[src/rtl/field_parity_detector.sv]
module field_parity_detector #(
  parameter int CNT_W = 7,
  parameter int CAP_W = 4,
  parameter int DIV   = 3
) (
  input  logic               clk,
  input  logic               rst,
  input  logic               hsync_in,
  input  logic               vsync_in,
  input  logic               start_sel,
  output logic [2*CAP_W-1:0] status_o,
  output logic               next_slot_o,
  output logic               field_match_o
);
  localparam int DIV_W = (DIV > 1) ? $clog2(DIV) : 1;
  localparam logic [CNT_W-1:0] CNT_MAX = {CNT_W{1'b1}};
  localparam logic [DIV_W-1:0] DIV_LAST = DIV_W'(DIV - 1);

  logic [2:0] hs_pipe, vs_pipe;
  logic       hs_rise, vs_rise;

  always_ff @(posedge clk) begin
    if (rst) begin
      hs_pipe <= '0;
      vs_pipe <= '0;
    end else begin
      hs_pipe <= {hs_pipe[1:0], hsync_in};
      vs_pipe <= {vs_pipe[1:0], vsync_in};
    end
  end

  assign hs_rise = hs_pipe[1] & ~hs_pipe[2];
  assign vs_rise = vs_pipe[1] & ~vs_pipe[2];

  logic [DIV_W-1:0] div_q;
  logic [CNT_W-1:0] phase_q;
  wire              tick = (div_q == DIV_LAST);

  always_ff @(posedge clk) begin
    if (rst || hs_rise) begin
      div_q   <= '0;
      phase_q <= '0;
    end else begin
      div_q <= tick ? '0 : div_q + DIV_W'(1);
      if (tick && phase_q != CNT_MAX) phase_q <= phase_q + CNT_W'(1);
    end
  end

  logic [CAP_W-1:0] slot_a, slot_b;
  logic             sel_b, cap_d, match_q;
  wire  [CAP_W-1:0] top_bits = phase_q[CNT_W-1 -: CAP_W];

  always_ff @(posedge clk) begin
    if (rst) begin
      slot_a  <= '0;
      slot_b  <= '0;
      sel_b   <= 1'b0;
      cap_d   <= 1'b0;
      match_q <= 1'b0;
    end else begin
      cap_d <= vs_rise;
      if (vs_rise) begin
        if (sel_b) slot_b <= top_bits;
        else       slot_a <= top_bits;
        sel_b <= ~sel_b;
      end
      if (cap_d) match_q <= (slot_a > slot_b) ^ start_sel;
    end
  end

  assign status_o      = {slot_b, slot_a};
  assign next_slot_o   = sel_b;
  assign field_match_o = match_q;

  a_r2_clear: assert property (@(posedge clk) disable iff (rst)
    hs_rise |=> phase_q == '0);
  a_r2_step: assert property (@(posedge clk) disable iff (rst)
    !hs_rise && !$past(hs_rise) |=>
      (phase_q == $past(phase_q)) || (phase_q == $past(phase_q) + CNT_W'(1)));
  a_r7_no_wrap: assert property (@(posedge clk) disable iff (rst)
    (phase_q == CNT_MAX) && !hs_rise |=> phase_q == CNT_MAX);
  a_r4_hold: assert property (@(posedge clk) disable iff (rst)
    !vs_rise |=> $stable(slot_a) && $stable(slot_b));
  a_r4_one_slot: assert property (@(posedge clk) disable iff (rst)
    vs_rise |=> $stable(slot_a) || $stable(slot_b));
  a_r5_flip: assert property (@(posedge clk) disable iff (rst)
    vs_rise |=> next_slot_o != $past(next_slot_o));
  a_r8_single: assert property (@(posedge clk) disable iff (rst)
    vs_rise |=> !vs_rise);
  a_r9_hold: assert property (@(posedge clk) disable iff (rst)
    !cap_d |=> $stable(field_match_o));
endmodule

[config.mk]
export PLATFORM = sky130hd
export DESIGN_NAME = field_parity_detector
export DESIGN_NICKNAME = d
export VERILOG_FILES = /design/src/rtl/field_parity_detector.sv
export SDC_FILE = /design/constraint.sdc
export NUM_CORES = 1
export LEC_CHECK = 0
export ABC_AREA = 0
export BUFFER_PORTS_ARGS = -buffer_cell sky130_fd_sc_hd__buf_2
export CAP_MARGIN = 20
export CORE_AREA = 5 5 52 50
export DETAILED_ROUTE_END_ITERATION = 7
export DIE_AREA = 0 0 57 55
export GPL_TIMING_DRIVEN = 0
export PLACE_DENSITY = 0.75
export SYNTH_ARGS = -nofsm -noshare
export SYNTH_HDL_FRONTEND = slang
export SYNTH_SLANG_ARGS = --single-unit
[constraint.sdc]
create_clock -name clk -period 2.9 [get_ports clk]
set_input_delay 0.58 -clock clk [delete_from_list [all_inputs] [get_ports clk]]
set_output_delay 0.58 -clock clk [all_outputs]
set_load 0.01 [all_outputs]
==> results.toml, run 1 <==
[run_status]
status = "completed"

[die]
die_h_um = 55
die_w_um = 57
start_util_pct = 53.1
num_rows = 16
pin_count = 15
core_um2 = 2040
die_area_um2 = 3140

[critical_path]
rr_endpoint = "field_match_o"
start_kind = "flop"
worstPathArrival_ns = 1.91
r2r-start = "slot_b[1]"
worstSetupPathType = "flop to flop"
cp.required_ns = 3.10
cp-end-kind = "flop"
worstRegToRegCells = 6
path_max_fanout = 3
rrSetupSlack_ns = 1.19
crit_path_start = "slot_b[1]"

[logic_synthesis]
synth.area.top_cells = "dfxtp_1, ha_1, nor2_1, mux2i_1, a21oi_1"
synth-edff-count = 0
yosysTopAreaCell = "dfxtp_1"
yosysWarnings = 0
synthDistinctLibCells = 29
ys_ff_latch = 26
syn_area_um2 = 1080
netlist_instances = 116
ys_seq_area_share_pct = 48.0
synth_nets = 127
async_reset_ff_share_pct = 0
postSynthAreaPerCell_um2 = 9.35
synth_flop_cell = "dfxtp_1"
yosys.area.top_type_share_pct = 48.0

[power_and_ir_drop]
power.switching_uw = 127
p_int_uw = 463
p_comb_share_pct = 6.8
leakagePower_nw = 0.544
pwr_density_cell_nw_per_um2 = 484
power_uw = 590
sequentialPowerShare_pct = 63.2
pwr-share-clk_pct = 30.0
ir_drop_mv = 0.264
sw_frac_of_total_pct = 21.6

[route]
drc = 0
vias = 829
viasPerCell = 5.18
totalWireLength_um = 1820
post_drt_wl_per_cell_um = 11.4
drt_pass1_iterations = 4
ant_nets = 0
first_iter_violations = 16

[sta]
clock.fmax_mhz = 585
final-hold-violation-count = 0
rsz0062_at_grt = "false"
clock_skew_ns = 0.0118
timing.final.ws_setup_ns = 1.19
relSlewSlack_pct = 73.2
tns_ns = 0
worst_slew_pin_slew_ns = 0.401
period_needed_ns = 1.71
fin_crit_sh_pct = 59.0
whs_ns = 0.429
slew_viol_final = 0
setup_viol = 0

[clock_network]
numClockSinks = 26
post_cts_resized = 0
root_buffer = "clkbuf_4"
cts_hold_buffers = 0
clockBufferDepth = 2
clock_latency_ns = 0.31
htreeDepth = 1
tritoncts = "yes"
path_clk_slew_ns = 0.14
cts_buffers = 3
postCtsSetupBuffers = 0

[run]
maxCapViolations = 0

[finish]
nNetsFinal = 145
final_util_pct = 59.7
mostFrequentLayoutCell = "dfxtp_1"
synthToLayoutAreaGrowth_pct = 12.5
mostFrequentLayoutCells = "dfxtp_1, nor2_1, buf_2"
antenna_cells = 0
drive_above_1_share_pct = 15.0

[placed_design]
port_buffers = 13
place_congestion = 0.731
dp_hpwl_um = 1420
dp_worst_setup_slack_ns = 1.21

[grt]
grt_pass1_vias = 781
antenna_found_initial = 0
overflow = 0
grt_max_degree = 15
grt_usage_pct = 13.0
grt_pass1_wl_um = 3150

[worst_hold_path]
min_to = "div_q[0]"
min_from = "div_q[0]"
holdPathStages = 1
hp-class = "flop to flop"
[per-stage QoR]
stage | std cells | cell area [um^2]
after floorplan | 116 | 1080
after global placement | 156 | 1180
after detailed placement | 156 | 1180
after CTS | 160 | 1220
after global routing | 160 | 1220
final | 160 | 1220
[flip-flops by register name, indices dropped and copies added (netlist names)]
| register | cells |
|---|---|
| phase_q | 7 |
| hs_pipe | 3 |
| field_match_o | 1 |
| next_slot_o | 1 |
| slot_a | 4 |
| vs_pipe | 3 |
| div_q | 2 |
| cap_d | 1 |
| slot_b | 4 |
[synth_stat cells, types with 2 or more instances]
cell type	number
nor4b_1	2
and2b_1	4
a21oi_1	7
mux2i_1	5
dfxtp_1	26
inv_1	7
nor3_1	4
xor2_1	3
clkbuf_1	3
o21ai_0	4
nor2b_1	3
nand2b_1	2
nand2_1	7
nor2_1	17
nand4_1	3
ha_1	6
[worst max-delay path by stage]
| stage | depth (start not counted) | endpoint | slack (ns) |
|---|---|---|---|
| 4_1_cts | 6 | field_match_o | 1.18 |
| 3_5_place_dp | 6 | field_match_o | 1.21 |
| 6_report | 6 | field_match_o | 1.19 |
| 3_3_place_gp | 6 | field_match_o | 1.27 |
| 2_1_floorplan | 6 | field_match_o | 1.28 |
| 5_1_grt | 6 | field_match_o | 1.11 |
[metal layers]
layer | GRT usage (%) | wire (um) | part of all wire (%) | vias to the layer above
li1 | - | - | - | 433
met1 | 14.4 | 812 | 45 | 378
met2 | 23.0 | 893 | 49 | 12
met3 | 2.32 | 72 | 4.0 | 6
met4 | 9.65 | 43 | 2.4 | 0
met5 | 0 | 0 | 0 | -
[power groups by stage]
stage / clock [mW] / combinational, mW / sequential, mW
2_1_floorplan: 0 / 0.0310 / 0.381
5_1_grt: 0.198 / 0.0465 / 0.374
4_1_cts: 0.182 / 0.0413 / 0.373
3_3_place_gp: 0 / 0.0391 / 0.381
3_5_place_dp: 0 / 0.0411 / 0.381
6_report: 0.177 / 0.0403 / 0.373
[critical path: stages, from the launching register on]
cell	delay (ns)
dfxtp_1	0.38
inv_1	0.05
ha_1	0.28
nor2b_1	0.14
o211a_1	0.23
a31oi_1	0.17
or3b_1	0.35
[logic make-up after synthesis]
group | share of synthesized area, %
flops | 48.0
simple gates | 23.2
mux | 4.61
fa+ha+maj | 6.92
compound gates | 10.4
buf+inv | 4.50
xor+xnor | 2.42
[layout make-up]
cell class | instances | area [um^2]
fillers | 185 | 822
repair buffers | 13 | 65.1
well taps | 27 | 33.8
multi-input cells | 79 | 515
inverters | 7 | 26.3
flip-flops and latches | 26 | 520
clock buffers | 4 | 36.3
plain buffers | 4 | 22.5
(Power assumes the default switching activity.)
==> inputs of run 2 (changes only) <==
- CORE_AREA: 5 5 52 50 -> 5 5 54 51
- DIE_AREA: 0 0 57 55 -> 0 0 59 56
- PLACE_DENSITY: 0.75 -> 0.71
- clock period: 2.9 -> 1.8 ns (I/O delays scaled with it)
==> run 2 against run 1 <==
Against the previous run:
- die area grew 5.4%
- critical path depth is the same
- utilization shrank 2.3 points
- routed wire length shrank 3.9%
- clock skew shrank 0.0024 ns
- combinational power grew 61%
- first-iteration DRC count grew 56%
- clock power grew 60%
- via count shrank 2.9%
==> results.toml, run 2 (synthesis gave the netlist of run 1 again) <==
[die]
start_util_pct = 51.1
core_um2 = 2120
pin_count = 15
die_h_um = 56
die_area_um2 = 3300
num_rows = 16
die_w_um = 59

[clock_network]
htreeDepth = 1
path_clk_slew_ns = 0.14
root_buffer = "clkbuf_4"
post_cts_resized = 0
cts_hold_buffers = 0
tritoncts = "yes"
numClockSinks = 26
cts_buffers = 3
clock_latency_ns = 0.31
clockBufferDepth = 2
postCtsSetupBuffers = 0

[grt]
grt_pass1_wl_um = 3060
grt_usage_pct = 11.6
grt_pass1_vias = 785
antenna_found_initial = 0
grt_max_degree = 15
overflow = 0

[critical_path]
start_kind = "flop"
cp_cell_sequence = "inv_1 -> ha_1 -> nor2b_1 -> o211a_1 -> a31oi_1 -> or3b_1"
cp.required_ns = 2.00
slowest_stage = "dfxtp_1"
worstPathArrival_ns = 1.89
path_max_fanout = 3
max_stage_delay_ns = 0.37
worstSetupPathType = "flop to flop"
cp-end-kind = "flop"

[route]
drt_pass1_iterations = 4
first_iter_violations = 25
totalWireLength_um = 1750
viasPerCell = 5.03
drc = 0
vias = 805
ant_nets = 0
post_drt_wl_per_cell_um = 10.9

[sta]
fin_crit_sh_pct = 94.0
worst_slew_pin_slew_ns = 0.404
period_needed_ns = 1.69
setup_viol = 0
rsz0062_at_grt = "false"
relSlewSlack_pct = 73.1
clock_skew_ns = 0.00939
tns_ns = 0
clock.fmax_mhz = 591
slew_viol_final = 0
final-hold-violation-count = 0

[power_and_ir_drop]
pwr_density_cell_nw_per_um2 = 778
power_uw = 949
leakagePower_nw = 0.544
ir_drop_mv = 0.462

[placed_design]
dp_hpwl_um = 1330
place_congestion = 0.746
port_buffers = 13

[finish]
nNetsFinal = 145
fillCellCount = 210
drive_above_1_share_pct = 15.0
largest_register_ffs = 7
reg_top3 = "phase_q x7, slot_a x4, slot_b x4"
mostFrequentLayoutCell = "dfxtp_1"
antenna_cells = 0
top_register = "phase_q"
mostFrequentLayoutCells = "dfxtp_1, nor2_1, buf_2"
synthToLayoutAreaGrowth_pct = 12.5

[worst_hold_path]
hp-class = "primary input to flop"

[run]
maxCapViolations = 0

[run_status]
status = "completed"
-- run 2: cell counts in the layout (fill, tap and decap cells not counted) --
No cell type changed its count.
-- run 2: critical path, delay by kind of cell (launching register included) --
family          cells  cell delay (ns)
simple gates        2             0.49
compound gates      2             0.38
flops               1             0.37
fa+ha+maj           1             0.29
buf+inv             1             0.05
-- run 2: report_power, final --
part | total (mW) | leakage [nW] | switching, mW | internal [mW]
combinational | 0.0650 | 0.312 | 0.0359 | 0.0291
sequential | 0.601 | 0.211 | 0.00758 | 0.593
clock | 0.283 | 0.0210 | 0.160 | 0.123
total | 0.949 | 0.544 | 0.203 | 0.746
-- run 2: worst paths after layout --
| check | slack, ns | start | to | cells past startpoint |
|---|---|---|---|---|
| max | 0.11 | slot_b[1] | field_match_o | 6 |
| min | 0.24 | rst | hs_pipe[1] | 2 |
| max reg2reg | 0.11 | slot_b[1] | field_match_o | 6 |
| min reg2reg | 0.43 | div_q[0] | div_q[0] | 1 |
-- run 2: final cells by class --
type,count,area (um^2),share of cell area (%)
sequential,26,520,42.7
clock buffer,4,36.3,2.97
buffer,4,22.5,1.85
timing repair buffer,13,65.1,5.33
tap,27,33.8,2.77
inverter,7,26.3,2.15
multi-input combinational,79,515,42.3
-- run 2: routing by layer --
metal  routed length [um]  global-route usage [%]  up-vias  share of wire [%]
met2                  890                    20.3        9                 51
met1                  770                    13.1      365                 44
met3                   78                    2.09        2                4.5
met4                   12                    5.83        0               0.69
met5                    0                       0        -                  0
li1                     -                       -      429                  -
-- run 2: per-stage QoR --
stage | cell area (um^2) | hold slack [ns] | worst slack [ns] | instances | utilization (%)
3_3_place_gp | 1180 | 0.407 | 0.171 | 156 | 55.8
6_report | 1220 | 0.240 | 0.109 | 160 | 57.5
4_1_cts | 1220 | 0.222 | 0.101 | 160 | 57.5
2_1_floorplan | 1080 | 0.401 | 0.185 | 116 | -
5_1_grt | 1220 | 0.215 | 0.0638 | 160 | 57.5
3_5_place_dp | 1180 | 0.411 | 0.120 | 156 | 55.8
==> inputs of run 3 (changes only) <==
- CORE_AREA: 5 5 54 51 -> 5 5 43 63
- DIE_AREA: 0 0 59 56 -> 0 0 48 68
==> run 3 against run 2 <==
Against the previous run:
- critical endpoint unchanged
- via count increased by 1.7%
- hold slack improved by 0.00063 ns
- worst setup slack got worse by 0.0084 ns
- register-to-register slack about the same
- non-clock buffer count unchanged
- power increased by 0.10%
- die area decreased by 1.2%
- clock skew decreased by 0.0010 ns
- utilization decreased by 1.0 points
==> results.toml, run 3 (synthesis gave the netlist of run 1 again) <==
[finish]
drive_above_1_share_pct = 15.8
design_area_um2 = 1220
antenna_cells = 0
synthToLayoutAreaGrowth_pct = 12.1
nNetsFinal = 145
largest_register_ffs = 7
top_register = "phase_q"
mostFrequentLayoutCells = "dfxtp_1, nor2_1, buf_2"
fillCellCount = 207
reg_top3 = "phase_q x7, slot_a x4, slot_b x4"
mostFrequentLayoutCell = "dfxtp_1"

[die]
die_h_um = 68
num_rows = 21
die_w_um = 48
core_um2 = 2150
pin_count = 15
start_util_pct = 50.3
die_area_um2 = 3260

[run_status]
status = "completed"

[critical_path]
critPathTopFamily = "simple AND/OR/NAND/NOR gates"
rr_endpoint = "field_match_o"
worstPathArrival_ns = 1.90
slowest_stage = "dfxtp_2"
max_stage_delay_ns = 0.36
start_kind = "flop"
worstRegToRegCells = 6
cp_cell_sequence = "inv_1 -> ha_1 -> nor2b_1 -> o211a_1 -> a31oi_1 -> or3b_1"
path_max_fanout = 3
cp.depth = 6
cp.required_ns = 2.00
worstSetupPathType = "flop to flop"
critical_path_buf_inv_count = 1
rrSetupSlack_ns = 0.10
r2r-start = "slot_b[1]"
cp-end-kind = "flop"

[route]
first_iter_violations = 20
drc = 0
viasPerCell = 5.25
ant_nets = 0
vias = 819
drt_pass1_iterations = 5
post_drt_wl_per_cell_um = 12.0
totalWireLength_um = 1880

[sta]
rsz0062_at_grt = "false"
setup_viol = 0
final-hold-violation-count = 0
tns_ns = 0
whs_ns = 0.240
clock.fmax_mhz = 588
worst_slew_pin_slew_ns = 0.413
fin_crit_sh_pct = 94.4
period_needed_ns = 1.70
relSlewSlack_pct = 72.4
slew_viol_final = 0
clock_skew_ns = 0.00836

[grt]
grt_usage_pct = 13.9
grt_max_degree = 15
antenna_found_initial = 0
grt_pass1_wl_um = 3350
overflow = 0
grt_pass1_vias = 820

[power_and_ir_drop]
pwr_density_cell_nw_per_um2 = 781
power_uw = 950
ir_drop_mv = 0.469
leakagePower_nw = 0.544

[worst_hold_path]
holdPathStages = 2
hp-class = "primary input to flop"
min_from = "rst"
min_to = "hs_pipe[1]"

[clock_network]
postCtsSetupBuffers = 0
clockBufferDepth = 2
htreeDepth = 1
numClockSinks = 26
root_buffer = "clkbuf_4"
cts_buffers = 3
path_clk_slew_ns = 0.14
tritoncts = "yes"
clock_latency_ns = 0.31

[placed_design]
port_buffers = 13
dp_hpwl_um = 1480
placed_cell_area_um2 = 1180
place_congestion = 0.833

[run]
maxCapViolations = 0
==> run 3: cell counts in the layout (fill, tap and decap cells not counted) <==
Identical to the previous run, type by type.
==> run 3: metrics by stage <==
step	utilization, %	std cells	setup WS, ns
final	56.4	156	0.100
after CTS	56.4	156	0.0715
after detailed placement	54.7	152	0.0884
after global routing	56.4	156	0.0296
after floorplan	-	116	0.185
after global placement	54.7	152	0.160
==> run 3: metal layers <==
metal	vias up	routed length (um)	GRT usage, %
li1	429	-	-
met2	18	978	24.8
met3	6	82	1.58
met4	0	62	8.42
met1	366	753	14.6
met5	-	0	0
==> run 3: power breakdown <==
| group | leakage (nW) | switching, mW | internal (mW) |
|---|---|---|---|
| logic | 0.312 | 0.0364 | 0.0291 |
| clock network | 0.0210 | 0.160 | 0.123 |
| registers | 0.212 | 0.00789 | 0.593 |
==> run 3: cell type report <==
| type | count | area (um^2) | area share [%] |
|---|---|---|---|
| multi-input cells | 79 | 515 | 42.4 |
| inverters | 7 | 26.3 | 2.16 |
| clock buffers | 4 | 36.3 | 2.98 |
| well taps | 23 | 28.8 | 2.37 |
| flip-flops and latches | 26 | 522 | 42.9 |
| repair buffers | 13 | 65.1 | 5.35 |
| plain buffers | 4 | 22.5 | 1.85 |
==> run 3: what timing repair did <==
item	CTS	global route
hold buffers	0	0
endpoints found under the setup margin	0	1
gates resized for setup	0	1
==> run 3: worst max path at each step <==
stage	slack [ns]	to	start
3_5_place_dp	0.09	field_match_o	slot_b[1]
3_3_place_gp	0.16	field_match_o	slot_b[1]
4_1_cts	0.07	field_match_o	slot_b[1]
5_1_grt	0.03	field_match_o	slot_b[1]
6_report	0.10	field_match_o	slot_b[1]
2_1_floorplan	0.18	field_match_o	slot_b[1]
==> run 3: worst register-to-register path, cell delays in order, from the launching register on <==
cell,delay (ns)
dfxtp_2,0.36
inv_1,0.05
ha_1,0.29
nor2b_1,0.15
o211a_1,0.22
a31oi_1,0.15
or3b_1,0.36
